--- src/rtl/ternary_pkg.sv ---
package ternary_pkg;
  typedef enum logic {PH_LOAD = 1'b0, PH_EMIT = 1'b1} phase_e;
  localparam logic [1:0] CODE_ZERO = 2'b00;
  localparam logic [1:0] CODE_POS  = 2'b01;
  localparam logic [1:0] CODE_NEG  = 2'b11;
endpackage

--- src/rtl/abs_accum.sv ---
module abs_accum #(
  parameter int W_WIDTH = 8,
  parameter int SUM_W   = 12
) (
  input  logic               clk_i,
  input  logic               rst_ni,
  input  logic               clr_i,
  input  logic               en_i,
  input  logic [W_WIDTH-1:0] w_i,
  output logic [SUM_W-1:0]   sum_o
);
  logic [W_WIDTH-1:0] mag;
  logic [SUM_W-1:0]   sum_q;

  // unsigned W-bit magnitude also covers the most negative input
  assign mag = w_i[W_WIDTH-1] ? (~w_i + 1'b1) : w_i;

  always_ff @(posedge clk_i or negedge rst_ni) begin
    if (!rst_ni)    sum_q <= '0;
    else if (clr_i) sum_q <= '0;
    else if (en_i)  sum_q <= sum_q + SUM_W'(mag);
  end

  assign sum_o = sum_q;
endmodule

--- src/rtl/weight_buf.sv ---
module weight_buf #(
  parameter int W_WIDTH = 8,
  parameter int DEPTH   = 16,
  parameter int AW      = 4
) (
  input  logic               clk_i,
  input  logic               we_i,
  input  logic [AW-1:0]      waddr_i,
  input  logic [W_WIDTH-1:0] wdata_i,
  input  logic [AW-1:0]      raddr_i,
  output logic [W_WIDTH-1:0] rdata_o
);
  logic [W_WIDTH-1:0] mem_q [DEPTH];

  always_ff @(posedge clk_i) begin
    if (we_i) mem_q[waddr_i] <= wdata_i;
  end

  assign rdata_o = mem_q[raddr_i];
endmodule

--- src/rtl/ternary_decide.sv ---
module ternary_decide
  import ternary_pkg::*;
#(
  parameter int W_WIDTH   = 8,
  parameter int N_ENTRIES = 16,
  parameter int SUM_W     = 12
) (
  input  logic [W_WIDTH-1:0] w_i,
  input  logic [SUM_W-1:0]   sum_i,
  output logic [1:0]         code_o
);
  localparam int PROD_W = W_WIDTH + $clog2(2 * N_ENTRIES) + 2;

  logic [W_WIDTH-1:0] mag;
  logic [PROD_W-1:0]  prod;
  logic               to_zero;

  assign mag  = w_i[W_WIDTH-1] ? (~w_i + 1'b1) : w_i;
  // 2N|w| < S  <=>  |w|/(S/N) < 1/2
  assign prod = PROD_W'(mag) * PROD_W'(2 * N_ENTRIES);
  assign to_zero = (sum_i == '0) || (prod < PROD_W'(sum_i));

  always_comb begin
    if (to_zero)               code_o = CODE_ZERO;
    else if (w_i[W_WIDTH-1])   code_o = CODE_NEG;
    else                       code_o = CODE_POS;
  end
endmodule

--- src/rtl/absmean_ternarizer.sv ---
module absmean_ternarizer
  import ternary_pkg::*;
#(
  parameter int W_WIDTH   = 8,
  parameter int N_ENTRIES = 16,
  parameter int SUM_W     = W_WIDTH + $clog2(N_ENTRIES),
  parameter int CNT_W     = $clog2(N_ENTRIES + 1)
) (
  input  logic               clk_i,
  input  logic               rst_ni,
  input  logic               in_valid_i,
  input  logic [W_WIDTH-1:0] in_weight_i,
  output logic               in_ready_o,
  output logic               out_valid_o,
  output logic [1:0]         out_code_o,
  output logic               out_last_o,
  output logic [SUM_W-1:0]   sum_o,
  output logic [CNT_W-1:0]   count_o
);
  localparam int AW = (N_ENTRIES > 1) ? $clog2(N_ENTRIES) : 1;
  localparam logic [AW-1:0] LAST_IDX = AW'(N_ENTRIES - 1);

  phase_e             phase_q;
  logic [AW-1:0]      idx_q;
  logic               accept, at_last, emitting;
  logic [W_WIDTH-1:0] rd_w;
  logic [1:0]         code;

  assign emitting = (phase_q == PH_EMIT);
  assign accept   = in_valid_i && !emitting;
  assign at_last  = (idx_q == LAST_IDX);

  always_ff @(posedge clk_i or negedge rst_ni) begin
    if (!rst_ni) begin
      phase_q <= PH_LOAD;
      idx_q   <= '0;
    end else if (accept || emitting) begin
      idx_q <= at_last ? '0 : idx_q + 1'b1;
      if (at_last) phase_q <= emitting ? PH_LOAD : PH_EMIT;
    end
  end

  abs_accum #(.W_WIDTH(W_WIDTH), .SUM_W(SUM_W)) u_accum (
    .clk_i  (clk_i),
    .rst_ni (rst_ni),
    .clr_i  (emitting && at_last),
    .en_i   (accept),
    .w_i    (in_weight_i),
    .sum_o  (sum_o)
  );

  weight_buf #(.W_WIDTH(W_WIDTH), .DEPTH(N_ENTRIES), .AW(AW)) u_buf (
    .clk_i   (clk_i),
    .we_i    (accept),
    .waddr_i (idx_q),
    .wdata_i (in_weight_i),
    .raddr_i (idx_q),
    .rdata_o (rd_w)
  );

  ternary_decide #(.W_WIDTH(W_WIDTH), .N_ENTRIES(N_ENTRIES), .SUM_W(SUM_W)) u_decide (
    .w_i    (rd_w),
    .sum_i  (sum_o),
    .code_o (code)
  );

  assign in_ready_o  = !emitting;
  assign out_valid_o = emitting;
  assign out_code_o  = emitting ? code : CODE_ZERO;
  assign out_last_o  = emitting && at_last;
  assign count_o     = CNT_W'(N_ENTRIES);
endmodule

--- config.mk ---
export PLATFORM = sky130hd
export DESIGN_NAME = absmean_ternarizer
export DESIGN_NICKNAME = d
export VERILOG_FILES = /design/src/rtl/ternary_pkg.sv /design/src/rtl/abs_accum.sv /design/src/rtl/weight_buf.sv /design/src/rtl/ternary_decide.sv /design/src/rtl/absmean_ternarizer.sv
export SDC_FILE = /design/constraint.sdc
export NUM_CORES = 1
export LEC_CHECK = 0
export CAP_MARGIN = 10
export CORE_MARGIN = 2
export CORE_UTILIZATION = 25
export DETAILED_ROUTE_END_ITERATION = 6
export PLACE_DENSITY_LB_ADDON = 0.2
export SETUP_SLACK_MARGIN = 0.02
export SLEW_MARGIN = 20
export SYNTH_ARGS = -nofsm -noshare
export SYNTH_HDL_FRONTEND = slang
export SYNTH_SLANG_ARGS = --single-unit
export TNS_END_PERCENT = 1
--- constraint.sdc ---
create_clock -name clk_i -period 4.4 [get_ports clk_i]
set_input_delay 1.1 -clock clk_i [delete_from_list [all_inputs] [get_ports clk_i]]
set_output_delay 1.1 -clock clk_i [all_outputs]
set_load 0.1 [all_outputs]
=== Yosys cells after proc, flatten, opt, wreduce, memory -nomap -nowiden ===
Memory sizes are Yosys's and may differ from the RTL's.
Cells that the tools add are included.

* Order comparisons: 1
* Add/sub/neg operators: 4
* Bitwise operators: 2
* Equal/unequal tests: 1
* Muxes and demuxes: 11
* Reduce and logical (&&, ||, !) cells: 8

{| class="wikitable"
|+ Operators by type and width
! cell !! number
|-
| $mux W12 || 2
|-
| $add A8 B1 Y8 const B || 2
|-
| $mux W8 || 2
|-
| $not A8 Y8 || 2
|-
| $lt A13 B12 Y1 || 1
|-
| $add A12 B8 Y12 || 1
|-
| $logic_not A12 Y1 || 1
|-
| $mux W2 || 3
|-
| $add A4 B1 Y4 const B || 1
|-
| $eq A4 B4 Y1 const B || 1
|-
| $mux W4 || 1
|-
| $mux W1 || 3
|-
| $logic_and A1 B1 Y1 || 2
|-
| $logic_or A1 B1 Y1 || 2
|-
| $reduce_and A2 Y1 || 1
|-
| $reduce_bool A2 Y1 || 1
|-
| $logic_not A1 Y1 || 1
|}

* Output and inout bits: 22
* Bits of input ports: 11
* Memories kept: 1
* RAM bits: 128
* Logic and storage cells: 31
* Register bits after elaboration: 17

{| class="wikitable"
|+ Memory list
! memory !! depth !! bits a word !! rd ports !! clocked after Yosys merged registers in !! write ports !! line !! source
|-
| u_buf.mem_q || 16 || 8 || 1 || 0 || 1 || weight_buf.sv:13 || <nowiki>logic [W_WIDTH-1:0] mem_q [DEPTH];</nowiki>
|}

=== Depth between registers and ports, before layout ===
Gate-level depths: netlist of the first run.
An unclocked memory read counts as a cell.

* Word-level depth: 8
* Mapped depth: 14
* Mapped depth without buffers: 13

=== Cells and area by module ===
Synthesis of the first run repeated with hierarchy kept, for this count alone.

* Cell total of the unflattened synthesis: 427
* Area, all modules: 6716.4 um2

{| class="wikitable"
|+ By module, submodules not included
! module !! seq. area each (um2) !! area each (um2) !! times used !! cells each
|-
| weight_buf || 3843.7 || 4987.3 || 1 || 221
|-
| abs_accum || 300.3 || 1044.8 || 1 || 122
|-
| ternary_decide || 0.0 || 382.9 || 1 || 52
|-
| absmean_ternarizer || 125.1 || 301.5 || 1 || 32
|}

=== Least setup slack after synthesis of the first run ===
OpenSTA, ideal clock, no wires.

* Kind: reg-to-output
* Start: register idx_q[0]
* End: output out_code_o[1]
* Path buffers: 2
* Cell stages (with the launch flop): 13
* Arrival: 4086 ps
* Required time: 3300 ps
* Setup slack: -786 ps
* Cell sequence: dfrtp_1 buf_6 buf_6 mux4_2 a221oi_2 ha_1 nand2_1 o31ai_1 xor2_1 ha_1 a21o_1 a41oi_1 a21oi_1

* Cells in the longest elaborated chain, start to end: 8
* Elaborated cells on any way between the ends: 9
* Those cells by class: add/sub: 1; order compare: 1; mux: 4; bitwise: 1; reduce/logical: 1; memory: 1

{| class="wikitable"
|+ RTL lines
! item !! line !! source
|-
| start: declaration || absmean_ternarizer.sv:24 || <nowiki>logic [AW-1:0] idx_q;</nowiki>
|-
| start signal: assignment || absmean_ternarizer.sv:38 || <nowiki>idx_q <= at_last ? '0 : idx_q + 1'b1;</nowiki>
|-
| $mem_v2 Z16 W8 (*) || - ||
|-
| $not A8 Y8 || ternary_decide.sv:18 || <nowiki>assign mag = w_i[W_WIDTH-1] ? (~w_i + 1'b1) : w_i;</nowiki>
|-
| $add A8 B1 Y8 || ternary_decide.sv:18 ||
|-
| $mux W8 || ternary_decide.sv:18 ||
|-
| $lt A13 B12 Y1 || ternary_decide.sv:21 || <nowiki>assign to_zero = (sum_i == '0) || (prod < PROD_W'(sum_i));</nowiki>
|-
| $logic_or A1 B1 Y1 || ternary_decide.sv:21 ||
|-
| $mux W2 (*) || ternary_decide.sv:24 || <nowiki>if (to_zero) code_o = CODE_ZERO;</nowiki>
|-
| $mux W2 (*) || absmean_ternarizer.sv:69 || <nowiki>assign out_code_o = emitting ? code : CODE_ZERO;</nowiki>
|-
| end: declaration || absmean_ternarizer.sv:15 || <nowiki>output logic [1:0] out_code_o,</nowiki>
|}

Mark *: on every way between the ends. The rest lies on a longest branch, timed or not.

=== Worst setup path after layout of the first run ===
* Start: register idx_q[0]
* End: output out_code_o[0]

* Cells in the longest elaborated chain, start to end: 8

{| class="wikitable"
|+ RTL lines
! item !! line
|-
| $mem_v2 Z16 W8 (*) || -
|-
| $not A8 Y8 || ternary_decide.sv:18
|-
| $add A8 B1 Y8 || ternary_decide.sv:18
|-
| $mux W8 (*) || ternary_decide.sv:18
|-
| $lt A13 B12 Y1 (*) || ternary_decide.sv:21
|-
| $logic_or A1 B1 Y1 (*) || ternary_decide.sv:21
|-
| $mux W2 (*) || ternary_decide.sv:24
|-
| $mux W2 (*) || absmean_ternarizer.sv:69
|}

Marks and branches as above.

==> results of run 1 <==
## sequential cells by signal, indices dropped and copies added, names as in the netlist
register       flops
idx_q              4
out_valid_o        1
u_accum.sum_o     12
u_buf.mem_q      128
## per-stage QoR
stage,TNS (ns),instances,setup WS (ns),total power [W]
floorplan,-0.256,430,-0.256,0.00382
global placement,-0.362,810,-0.204,0.00474
detailed placement,-0.272,810,-0.159,0.00475
CTS,-0.774,844,-0.410,0.00640
global route,-1.08,844,-0.549,0.00682
finish,-0.808,844,-0.415,0.00644
## where the power goes
part / switching (W) / total (W) / internal, W
registers: 0.000140 / 0.00181 / 0.00167
clock network: 0.000584 / 0.00149 / 0.000903
logic: 0.00180 / 0.00314 / 0.00134
total: 0.00252 / 0.00644 / 0.00392
## critical path, stage by stage, from the launching register on
cell     delay, ns
dfrtp_2       0.37
buf_12        0.14
buf_4         0.16
mux4_2        0.54
a22oi_2       0.22
nand2_1       0.11
or2_4         0.29
o31ai_4       0.22
xor2_1        0.19
ha_1          0.27
a21o_1        0.19
a41oi_2       0.16
buf_4         0.17
o22ai_4       0.07
buf_12        0.18
## worst paths after layout
path,slack (ns),cells past startpoint,end
hold reg to reg,0.57,2,u_accum.sum_o[3]$_DFFE_PN0P_
min in group asynchronous,1.17,1,u_accum.sum_o[1]$_DFFE_PN0P_
hold / removal,0.57,2,u_accum.sum_o[3]$_DFFE_PN0P_
setup reg to reg,2.12,10,u_accum.sum_o[8]$_DFFE_PN0P_
max in group asynchronous,2.65,1,idx_q[2]$_DFFE_PN0N_
setup / recovery,-0.41,14,out_code_o[0]
## cells in the final DEF, fill, tap and decap left out, types with 3 or more instances in the layout
| cell | instances |
|---|---|
| a21o_1 | 6 |
| a21oi_1 | 11 |
| a22oi_1 | 4 |
| and2_1 | 5 |
| and3_1 | 13 |
| buf_12 | 5 |
| buf_4 | 37 |
| bufinv_16 | 3 |
| clkbuf_16 | 17 |
| clkdlybuf4s50_1 | 24 |
| conb_1 | 5 |
| dfrtp_1 | 15 |
| edfxtp_1 | 128 |
| ha_1 | 19 |
| inv_1 | 17 |
| inv_2 | 3 |
| inv_6 | 4 |
| mux4_2 | 33 |
| nand2_1 | 30 |
| nand3_1 | 16 |
| nor2_1 | 12 |
| nor2b_1 | 5 |
| nor3_1 | 5 |
| o21ai_0 | 6 |
| o21ai_1 | 12 |
| o21ai_2 | 3 |
| o31ai_1 | 4 |
| xnor2_1 | 12 |
| xor2_1 | 4 |
## metal layers
| metal | track usage, % | up-vias | share of wire, % |
|---|---|---|---|
| li1 | - | 1784 | - |
| met2 | 18.5 | 114 | 46 |
| met1 | 16.9 | 1945 | 46 |
| met4 | 3.04 | 0 | 1.1 |
| met3 | 2.99 | 14 | 7.0 |
| met5 | 0 | - | 0 |
## logic make-up (layout without fill, tap and decap cells)
family                   after synthesis  count (layout)  share of synthesized area [%]
other                                  2               5                          0.114
XOR/XNOR                              16              16                           2.12
AND/OR/NAND/NOR                      101             101                           7.72
adder cells (fa/ha/maj)               22              22                           4.28
multiplexers                          35              35                           11.5
flip-flops                           145             145                           64.6
AO/OA/AOI/OAI                         64              64                           6.48
buffers and inverters                 42             121                           3.14
## area by class of cell
cell class / instances / area, µm²
fill: 2557 / 17700
sequential: 145 / 4270
multi-input combinational: 243 / 2250
timing repair buffer: 69 / 668
clock buffer: 18 / 429
tap: 335 / 419
clock inverter: 14 / 178
inverter: 20 / 75.1
## cell usage after synthesis (all sizes together), types with 2 or more instances
| cell | instances |
|---|---|
| nand2 | 31 |
| edfxtp | 128 |
| dfrtp | 17 |
| and3 | 13 |
| or2 | 3 |
| nor2 | 12 |
| nor2b | 5 |
| xor2 | 4 |
| and2 | 5 |
| nand3 | 17 |
| o31ai | 5 |
| inv | 20 |
| a221oi | 3 |
| ha | 21 |
| a31oi | 2 |
| a22oi | 6 |
| a22o | 3 |
| mux2i | 2 |
| conb | 2 |
| nor3 | 5 |
| a21oi | 12 |
| or3 | 2 |
| xnor2 | 12 |
| buf | 12 |
| nand2b | 2 |
| o21ai | 21 |
| a21o | 6 |
| mux4 | 33 |
| clkbuf | 10 |
## timing repair
item	in CTS	in global routing
hold buffers	0	0
setup buffers	2	0
pin swaps	4	11
cloned	0	0
resized for setup	16	8
setup endpoints to repair	2	2
endpoints found under the hold margin	0	0
==> out/metrics.yaml, run 1 <==
finClkSkew_ns: 0.00464
final_area_um2: 8300
place.gp.congestion: 0.755
hpwl_mm: 11.3
hold_path_startpoint: "u_accum.sum_o[3]$_DFFE_PN0P_"
synth_seq_area_share_pct: 64.6
antenna_found_initial: 0
route.detailed.drc: 0
clk_pin_slew_worst_paths_ns: 0.06
die_x_um: 167
synthCells: 427
ios: 33
root_buffer: "clkbuf_16"
synth_edf_count: 128
viasPerCell: 4.57
synth_flop_cell: "edfxtp_1"
async_flop_share_pct: 11.7
worstSetupPathType: "register to output pin"
grt_max_degree: 24
die-area_um2: 27800
yosysWarningCount: 0
violations: "setup timing"
hold_class: "register to register"
yosysTopAreaCell: "edfxtp_1"
synth_area_per_cell_um2: 15.5
grt_util_all_layers_pct: 12.0
cp-end-kind: "output pin"
status: "complete, but fails checks"
synthToLayoutAreaGrowth_pct: 25.5
rows: 59
startpoint_type: "register"
hold_viol_final: 0
crit_fanout: 8
ys_ff_latch: 145
fmax_mhz: 208
clock_path_buffers: 2
rsz0062_at_grt: "true"
portBuffers: 27
period_needed_ns: 4.81
insertion_delay_ns: 0.42
wl_per_cell_um: 18.8
relSlewSlack_pct: 35.4
clock_sinks: 145
die_y_um: 167
grt_pass1_vias: 3983
num_antenna_cells: 0
cts-buffers-inserted: 17
cp.required_ns: 3.30
maxCapViolations: 0
grt_pass1_wl_mm: 24.8
start_util_pct: 25.4
power_density_nw_per_um2: 777
wl_mm: 15.9
drtIter0Drc: 393
drtAntennaViolNets: 0
h-tree-depth: 4
drive_gt1_share_pct: 25.9
fin_crit_sh_pct: 109
dpl_cell_area_um2: 7550
setup_viol: 2
dr.pass1.iters: 4
p_leak_nw: 2.97
netlist_area_um2: 6610
synthTopCellsByArea: "edfxtp_1 (58%), mux4_2 (11%), dfrtp_1 (6.4%)"
maxSlewViolCount: 0
whs_ns: 0.571
core_um2: 26000
arrival_ns: 3.71
worstMarginPinSlew_ns: 0.966
utilization_pct: 31.9
synth_top_area_share_pct: 58.2
r2r_start: "u_accum.sum_o[0]$_DFFE_PN0P_"
gr-total-overflow: 0
vias: 3857
setup_ws_ns: -0.415
ir_worst_vdd_uv: 584
cts_tree: "built"
worstSetupStartpoint: "idx_q[0]$_DFFE_PN0N_"
nets: 529
synth_cell_types: 52
Power figures use the tool's default switching activity.
==> run 2, diff against run 1 <==
--- a/config.mk
+++ b/config.mk
@@ -5,9 +5,8 @@
 export SDC_FILE = /design/constraint.sdc
 export NUM_CORES = 1
 export LEC_CHECK = 0
-export CAP_MARGIN = 10
 export CORE_MARGIN = 2
-export CORE_UTILIZATION = 25
+export CORE_UTILIZATION = 40
 export DETAILED_ROUTE_END_ITERATION = 6
 export PLACE_DENSITY_LB_ADDON = 0.2
 export SETUP_SLACK_MARGIN = 0.02
==> constraint.sdc (replaced) <==
create_clock -name clk_i -period 6.1 [get_ports clk_i]
set_input_delay 1.525 -clock clk_i [delete_from_list [all_inputs] [get_ports clk_i]]
set_output_delay 1.525 -clock clk_i [all_outputs]
set_load 0.1 [all_outputs]
==> run 2 against run 1 <==
The flow now finishes without violations. Flip-flop and latch count unchanged. Register-to-register slack gained 0.97 ns. Clock power fell by 31%. Routed wire length is 8.5% lower. Setup slack better by 0.75 ns. Cell area decreased by 7.3%. Combinational power decreased by 44%. First-iteration DRC count fell by 33%. Clock-buffer cell count grew 3. Sequential power shrank 24%. Die area fell by 37%. Largest power group unchanged. Highest routed layer unchanged.
==> out/metrics.yaml, run 2 (synthesis gave the netlist of run 1 again) <==
h-tree-depth: 4  # unchanged
maxCapViolations: 0  # unchanged
drive_gt1_share_pct: 16.8  # -9.2 points
crit_fanout: 22  # +14
start_util_pct: 41.3  # +16 points
die_x_um: 133  # -20%
period_needed_ns: 5.77
ir_worst_vdd_uv: 252  # -57%
reg2reg_depth: 4  # -6
nets: 497  # -6.0%
status: "complete, no violations"
utilization_pct: 48.1  # +16 points
dpl_cell_area_um2: 7110  # -5.8%
synthToLayoutAreaGrowth_pct: 16.4
wl_mm: 14.5  # -8.5%
worstMarginPinSlew_ns: 1.03  # +0.0602 ns
place_inst: 661  # -18%
drtAntennaViolNets: 0  # unchanged
die_y_um: 133  # -20%
fmax_mhz: 173
cp-end-kind: "output pin"
largest_reg_flops: 128  # unchanged
ctsHoldBuffers: 0  # unchanged
route.detailed.drc: 0  # unchanged
fin_crit_sh_pct: 94.5
cts_tree: "built"
grt_pass1_wl_mm: 22.7  # -8.3%
mostFrequentLayoutCell: "edfxtp_1"
cts-buffers-inserted: 17  # unchanged
root_buffer: "clkbuf_16"
startpoint_type: "register"
hold_class: "register to register"
p_leak_nw: 2.74  # -7.6%
power_density_nw_per_um2: 542  # -30%
ios: 33  # unchanged
hold_depth: 2  # unchanged
finClkSkew_ns: 0.00344  # -0.00120 ns
worstSetupPathType: "register to output pin"
whs_ns: 0.574  # +0.00257 ns
grt_max_degree: 23  # -4.2%
mostFrequentLayoutCells: "edfxtp_1 (128), mux4_2 (33), nand2_1 (31), clkdlybuf4s50_1 (24), ha_1 (21)"
num_antenna_cells: 0  # unchanged
grt_pass1_vias: 3782  # -5.0%
hold_viol_final: 0  # unchanged
fin_cells: 693  # -18%
viasPerCell: 5.42  # +19%
antenna_found_initial: 0  # unchanged
gr-total-overflow: 0  # unchanged
wl_per_cell_um: 21.0  # +11%
core_um2: 16000  # -38%
cp.required_ns: 4.58  # +1.28 ns
rows: 46  # -22%
setup-tns-final_ns: 0  # +0.808 ns
hpwl_mm: 9.79  # -13%
place.gp.congestion: 0.841  # +11%
dr.pass1.iters: 5  # +1
clock_sinks: 145  # unchanged
die-area_um2: 17600  # -37%
setup_viol: 0  # -2
vias: 3757  # -2.6%
top_register: "u_buf.mem_q"
clock_path_buffers: 2  # unchanged
final_area_um2: 7690  # -7.3%
rsz0062_at_grt: "false"
clk_pin_slew_worst_paths_ns: 0.06  # about the same
grt_util_all_layers_pct: 17.7  # +5.7 points
maxSlewViolCount: 0  # unchanged
portBuffers: 27  # unchanged
fill_cells: 1415  # -45%
relSlewSlack_pct: 31.3  # -4.1 points
insertion_delay_ns: 0.42  # about the same
drtIter0Drc: 264  # -33%
arrival_ns: 4.24  # +0.53 ns
[run 2: worst paths after layout]
check,from,to,slack (ns)
max in group asynchronous,rst_ni,idx_q[0]$_DFFE_PN0N_,3.91
worst max-delay path,idx_q[1]$_DFFE_PN0N_,out_code_o[1],0.33
worst min register to register,u_accum.sum_o[0]$_DFFE_PN0P_,u_accum.sum_o[0]$_DFFE_PN0P_,0.57
worst min-delay path,u_accum.sum_o[0]$_DFFE_PN0P_,u_accum.sum_o[0]$_DFFE_PN0P_,0.57
min in group asynchronous,rst_ni,u_accum.sum_o[1]$_DFFE_PN0P_,1.58
worst max register to register,idx_q[1]$_DFFE_PN0N_,u_buf.mem_q[15][1]$_DFFE_PP_,3.09
[run 2: report_power, final]
group          internal, W  switching [W]  total (W)  leakage [nW]
clock network     0.000639       0.000387    0.00103         0.272
registers          0.00121       0.000164    0.00137          1.35
logic             0.000685        0.00109    0.00177          1.11
total              0.00253        0.00164    0.00417          2.74
[run 2: area by class of cell]
class | count | area (µm²) | share of cell area [%]
well taps | 216 | 270 | 3.51
multi-input cells | 243 | 2140 | 27.9
clock buffers | 21 | 440 | 5.73
clock inverters | 11 | 139 | 1.81
flip-flops and latches | 145 | 4270 | 55.6
repair buffers | 37 | 350 | 4.56
inverters | 20 | 75.1 | 0.976
[run 2: worst max-delay path, cell delays in order (launching register included)]
cell and delay (ns):
dfrtp_1 0.83, buf_4 0.43, mux4_2 0.35, a22oi_1 0.33
nand2_1 0.17, or2_0 0.29, o21ai_1 0.16, xnor2_1 0.13
ha_1 0.26, a21o_1 0.16, a21o_1 0.17, a41oi_1 0.20
a21oi_1 0.10, buf_4 0.24
[run 2: timing repair]
action / in CTS / in global routing
buffers inserted: 0 / 0
setup endpoints to repair: 0 / 2
resized for setup: 0 / 1
[run 2: per-layer routing]
layer | track usage [%] | routed length [µm] | vias up
met5 | 0 | 0 | -
met4 | 5.44 | 190 | 0
met3 | 4.37 | 797 | 15
met2 | 27.3 | 6710 | 95
met1 | 25.0 | 6840 | 1918
li1 | - | - | 1729
[run 2: metrics by stage]
step | power (W) | setup WS (ns)
after floorplan | 0.00273 | 0.489
after global placement | 0.00315 | 0.713
after detailed placement | 0.00317 | 0.658
after CTS | 0.00419 | 0.191
after global routing | 0.00441 | 0.0502
final | 0.00417 | 0.334
==> run 3, diff against run 2 <==
--- a/config.mk
+++ b/config.mk
@@ -5,6 +5,7 @@
 export SDC_FILE = /design/constraint.sdc
 export NUM_CORES = 1
 export LEC_CHECK = 0
+export CAP_MARGIN = 5
 export CORE_MARGIN = 2
 export CORE_UTILIZATION = 40
 export DETAILED_ROUTE_END_ITERATION = 6
==> results of run 3 <==
Same layout as run 2: the final DEF is identical, and so are final timing and power.
